**config.mk**
```make
export PLATFORM = sky130hd
export DESIGN_NAME = alu6_top
export DESIGN_NICKNAME = d
export VERILOG_FILES = /design/src/rtl/alu6_pkg.sv /design/src/rtl/alu6_opnd_cond.sv /design/src/rtl/alu6_core.sv /design/src/rtl/alu6_flags.sv /design/src/rtl/alu6_top.sv
export SDC_FILE = /design/constraint.sdc
export NUM_CORES = 1
export LEC_CHECK = 0
export ABC_AREA = 1
export BUFFER_PORTS_ARGS = -buffer_cell sky130_fd_sc_hd__buf_2
export CORE_MARGIN = 2
export CORE_UTILIZATION = 55
export DETAILED_ROUTE_END_ITERATION = 8
export MAX_ROUTING_LAYER = met4
export PLACE_DENSITY = 0.86
export SLEW_MARGIN = 20
export SYNTH_ARGS = -nofsm -noshare
export SYNTH_HDL_FRONTEND = slang
export SYNTH_SLANG_ARGS = --single-unit
```
**constraint.sdc**
```tcl
create_clock -name vclk -period 24.2
set_clock_uncertainty 0.1 [all_clocks]
set_input_delay 3.63 -clock vclk [all_inputs]
set_output_delay 3.63 -clock vclk [all_outputs]
set_load 0.05 [all_outputs]
```
**src/rtl/alu6_pkg.sv**
```systemverilog
package alu6_pkg;
   // Conditioning controls for one operand
   typedef struct packed {
      logic clr;
      logic inv;
   } opnd_ctl_t;

   localparam int unsigned MIN_WIDTH = 2;
endpackage

```
**src/rtl/alu6_opnd_cond.sv**
```systemverilog
module alu6_opnd_cond
   import alu6_pkg::*;
#(
   parameter int unsigned WIDTH = 16
) (
   input  logic [WIDTH-1:0] opnd_i,
   input  opnd_ctl_t        ctl_i,
   output logic [WIDTH-1:0] opnd_o
);
   logic [WIDTH-1:0] cleared;

   // Clearing happens first, inversion acts on the cleared value
   always_comb begin
      cleared = ctl_i.clr ? '0 : opnd_i;
      opnd_o  = ctl_i.inv ? ~cleared : cleared;
   end
endmodule

```
**src/rtl/alu6_core.sv**
```systemverilog
module alu6_core #(
   parameter int unsigned WIDTH      = 16,
   parameter bit          USE_RIPPLE = 1'b1
) (
   input  logic [WIDTH-1:0] a_i,
   input  logic [WIDTH-1:0] b_i,
   input  logic             add_sel_i,
   input  logic             inv_res_i,
   output logic [WIDTH-1:0] res_o
);
   logic [WIDTH-1:0] sum;
   logic [WIDTH-1:0] conj;
   logic [WIDTH-1:0] core;

   generate
      if (USE_RIPPLE) begin : g_ripple
         // Explicit carry chain; the carry out of the top bit is never formed
         logic [WIDTH-1:0] carry;
         assign carry[0] = 1'b0;
         for (genvar i = 0; i < WIDTH; i++) begin : g_bit
            assign sum[i] = a_i[i] ^ b_i[i] ^ carry[i];
            if (i < WIDTH - 1) begin : g_cy
               assign carry[i+1] = (a_i[i] & b_i[i]) | (carry[i] & (a_i[i] ^ b_i[i]));
            end
         end
      end else begin : g_behav
         assign sum = a_i + b_i;
      end
   endgenerate

   assign conj = a_i & b_i;

   always_comb begin
      core  = add_sel_i ? sum : conj;
      res_o = inv_res_i ? ~core : core;
   end
endmodule

```
**src/rtl/alu6_flags.sv**
```systemverilog
module alu6_flags #(
   parameter int unsigned WIDTH = 16
) (
   input  logic [WIDTH-1:0] res_i,
   output logic             zero_o,
   output logic             neg_o
);
   localparam int unsigned MSB = WIDTH - 1;

   assign zero_o = ~|res_i;
   assign neg_o  = res_i[MSB];
endmodule

```
**src/rtl/alu6_top.sv**
```systemverilog
module alu6_top
   import alu6_pkg::*;
#(
   parameter int unsigned WIDTH      = 16,
   parameter bit          USE_RIPPLE = 1'b1
) (
   input  logic [WIDTH-1:0] x_i,
   input  logic [WIDTH-1:0] y_i,
   input  logic             clr_x_i,
   input  logic             inv_x_i,
   input  logic             clr_y_i,
   input  logic             inv_y_i,
   input  logic             add_sel_i,
   input  logic             inv_res_i,
   output logic [WIDTH-1:0] res_o,
   output logic             zero_o,
   output logic             neg_o
);
   generate
      if (WIDTH < MIN_WIDTH) begin : g_bad_width
         $error("alu6_top: WIDTH must be at least 2");
      end
   endgenerate

   opnd_ctl_t        ctl_x;
   opnd_ctl_t        ctl_y;
   logic [WIDTH-1:0] x_c;
   logic [WIDTH-1:0] y_c;

   assign ctl_x = '{clr: clr_x_i, inv: inv_x_i};
   assign ctl_y = '{clr: clr_y_i, inv: inv_y_i};

   alu6_opnd_cond #(.WIDTH(WIDTH)) i_cond_x (
      .opnd_i(x_i), .ctl_i(ctl_x), .opnd_o(x_c)
   );

   alu6_opnd_cond #(.WIDTH(WIDTH)) i_cond_y (
      .opnd_i(y_i), .ctl_i(ctl_y), .opnd_o(y_c)
   );

   alu6_core #(.WIDTH(WIDTH), .USE_RIPPLE(USE_RIPPLE)) i_core (
      .a_i(x_c), .b_i(y_c), .add_sel_i(add_sel_i), .inv_res_i(inv_res_i), .res_o(res_o)
   );

   alu6_flags #(.WIDTH(WIDTH)) i_flags (
      .res_i(res_o), .zero_o(zero_o), .neg_o(neg_o)
   );
endmodule

```
==> metrics <==
gpl congestion=~0.77; most common cell after layout, fill and taps aside=nand2_1; failing checks=DRC; Seq Cell Count=0; Max-slew headroom=between 70% and 80%; Leakage=around 0.0012 µW; library cells used by synthesis=15; initial antenna violation count=0; Final Max Slew Viols=0; complex-gate fraction of the synthesized area=less than 1%; count of final setup violators=0; drt drc=5; share of layout cells above drive strength 1=a little under a fifth; Via Count=roughly 1,600; I/O Buffers=56; Worst Hold Class=input port to primary output; Initial Util=roughly three fifths; Final #Nets=about 400; Post-Synth Simple-Gate Area=about a third; Core Region=roughly 2800 µm²; status=complete, but fails checks; FMAX=66.8 MHz; hold path start=inv_res_i; total track usage=between 20% and 30%; largest family of logic cells by synthesized area=simple AND/OR/NAND/NOR gates; CP Data Arrival Time=11.25 ns; Die ar.=around 3500 µm²; synthesized net count=352; Post CTS Setup Buffer Count=0; Final Hold Fails=0; Flop pwr share=0%; Worst-Margin Slew=approximately 0.45 ns; final setup TNS=0 ns; Sw Ratio=68.9%; Critical Path RT=about 20 ns; DPL Wire Length=roughly 3000 µm; Hold Path Depth=4; P&R area growth vs syn=14.4%; Int Power=24.7 µW; Crit Path Category=input port to primary output; most frequent cells in the layout=120 x nand2_1, 60 x inv_1, 56 x buf_2; placed cell areas=about 1900 µm²; die height=58.9 µm; register area share after synthesis=0%; Critical Path End Type=primary output; Clock Power Share=0%; Post-DRT Antenna Nets=0; synthesized area=~1700 µm²; first-pass GRT wire length=between 6000 and 7000 µm; Storage cell area=0 µm²; Peak supply drop=~0.014 mV; Max stage delay on crit path=0.48 ns; routed wire length per instance=9.37 µm; Hold-fix buffers, CTS=0; Area contributors post-synth=nand2_1 27%, fa_1 17%, xor2_1 17%; vias in the first global route=about 1,500; Endpoint, Worst Hold=res_o[14]; number of core rows=19; Post-Synth XOR/XNOR Area=between 15 and 20%; IO Pins=between 50 and 60; period utilization=61.9%; Yosys top cell area share=27.2%; crit path time final=approximately 15 ns; drt pass-1 iters=6; Via density=~4.6; Setup crit start kind=input port; Hold Slack=~7.7 ns; total power divided by cell area=roughly 42 nW/µm²; RSZ-0062 raised after global routing=no; MaxCap Viol Count=0; GRT overflow=0; fin cells=358; die width=58.9 µm; Synth Instances=about 280; cell taking the most area after synthesis=nand2_1; post-synthesis mux area share=0%; Most common cell on crit path=fa_1; Ant. Diodes=0; combinational power share=100.0%; Syn Area/Cell=roughly 5.8 µm²; post-cts sizing count=0; Synthesis Warnings=0; critical-path maximum fanout=16; Placed Cells=358; post-layout util=about two thirds; 1st-iter DRT viols=28; DRT Wirelength=approximately 3400 µm; Final Cell Area=~1900 µm²; clock buf count=0; P_sw=roughly 55 µW; Post-Synth Adder-Cell Area=about 29%; pin count of the biggest net entering global routing=24; Critical Path Slowest Stage Cell=fa_1
-- synthesized netlist by cell type --
master	count
or2_2	1
xor2_1	32
buf_6	1
ha_1	16
inv_2	2
clkbuf_1	3
o21ai_0	1
fa_1	14
buf_4	5
nand2_1	120
nor2_1	5
buf_2	4
inv_1	60
o211ai_1	1
nand3_1	19
-- critical path: cells and delay by family --
kind / cells / cell delay (ns)
XOR/XNOR: 1 / 0.15
AND/OR/NAND/NOR: 7 / 0.62
AO/OA/AOI/OAI: 1 / 0.09
buffers and inverters: 7 / 0.96
adder cells (fa/ha/maj): 15 / 5.78
-- power by group through the flow --
stage / combinational, µW / clock [µW] / sequential [µW]
after floorplan: 63.3 / 0 / 0
after global placement: 77.2 / 0 / 0
after detailed placement: 79.4 / 0 / 0
after CTS: 79.5 / 0 / 0
after global routing: 89.3 / 0 / 0
final: 79.4 / 0 / 0
-- how the worst max path moves through the flow --
stage                     slack, ns  depth (start not counted)     end  startpoint
after floorplan                8.93                         30  zero_o     clr_y_i
after global placement         9.33                         31  zero_o     clr_y_i
after detailed placement       9.18                         31  zero_o     clr_y_i
after CTS                      9.18                         31  zero_o     clr_y_i
after global routing           8.76                         31  zero_o     clr_y_i
final                          9.22                         31  zero_o     clr_y_i
-- per-layer routing --
metal	vias to the layer above	global-route usage (%)	share of wire, %
li1	888	-	-
met1	699	31.3	49
met2	49	36.8	47
met3	0	0	4.8
met4	0	0.649	0
met5	-	-	0
-- logic make-up after synthesis --
logic type,after synthesis
AND/OR/NAND/NOR,145
buffers and inverters,75
XOR/XNOR,32
adder cells (fa/ha/maj),30
AO/OA/AOI/OAI,2
-- stage by stage --
stage          power (µW)  setup slack, ns
2_1_floorplan        63.3             8.93
3_3_place_gp         77.2             9.33
3_5_place_dp         79.4             9.18
4_1_cts              79.5             9.18
5_1_grt              89.3             8.76
6_report             79.4             9.22
-- area by class of cell --
class | instances | area (µm²)
tap | 31 | 38.8
fill | 272 | 910
inverter | 62 | 233
timing repair buffer | 56 | 280
multi-input combinational | 209 | 1340
Power figures use the tool's default switching activity.
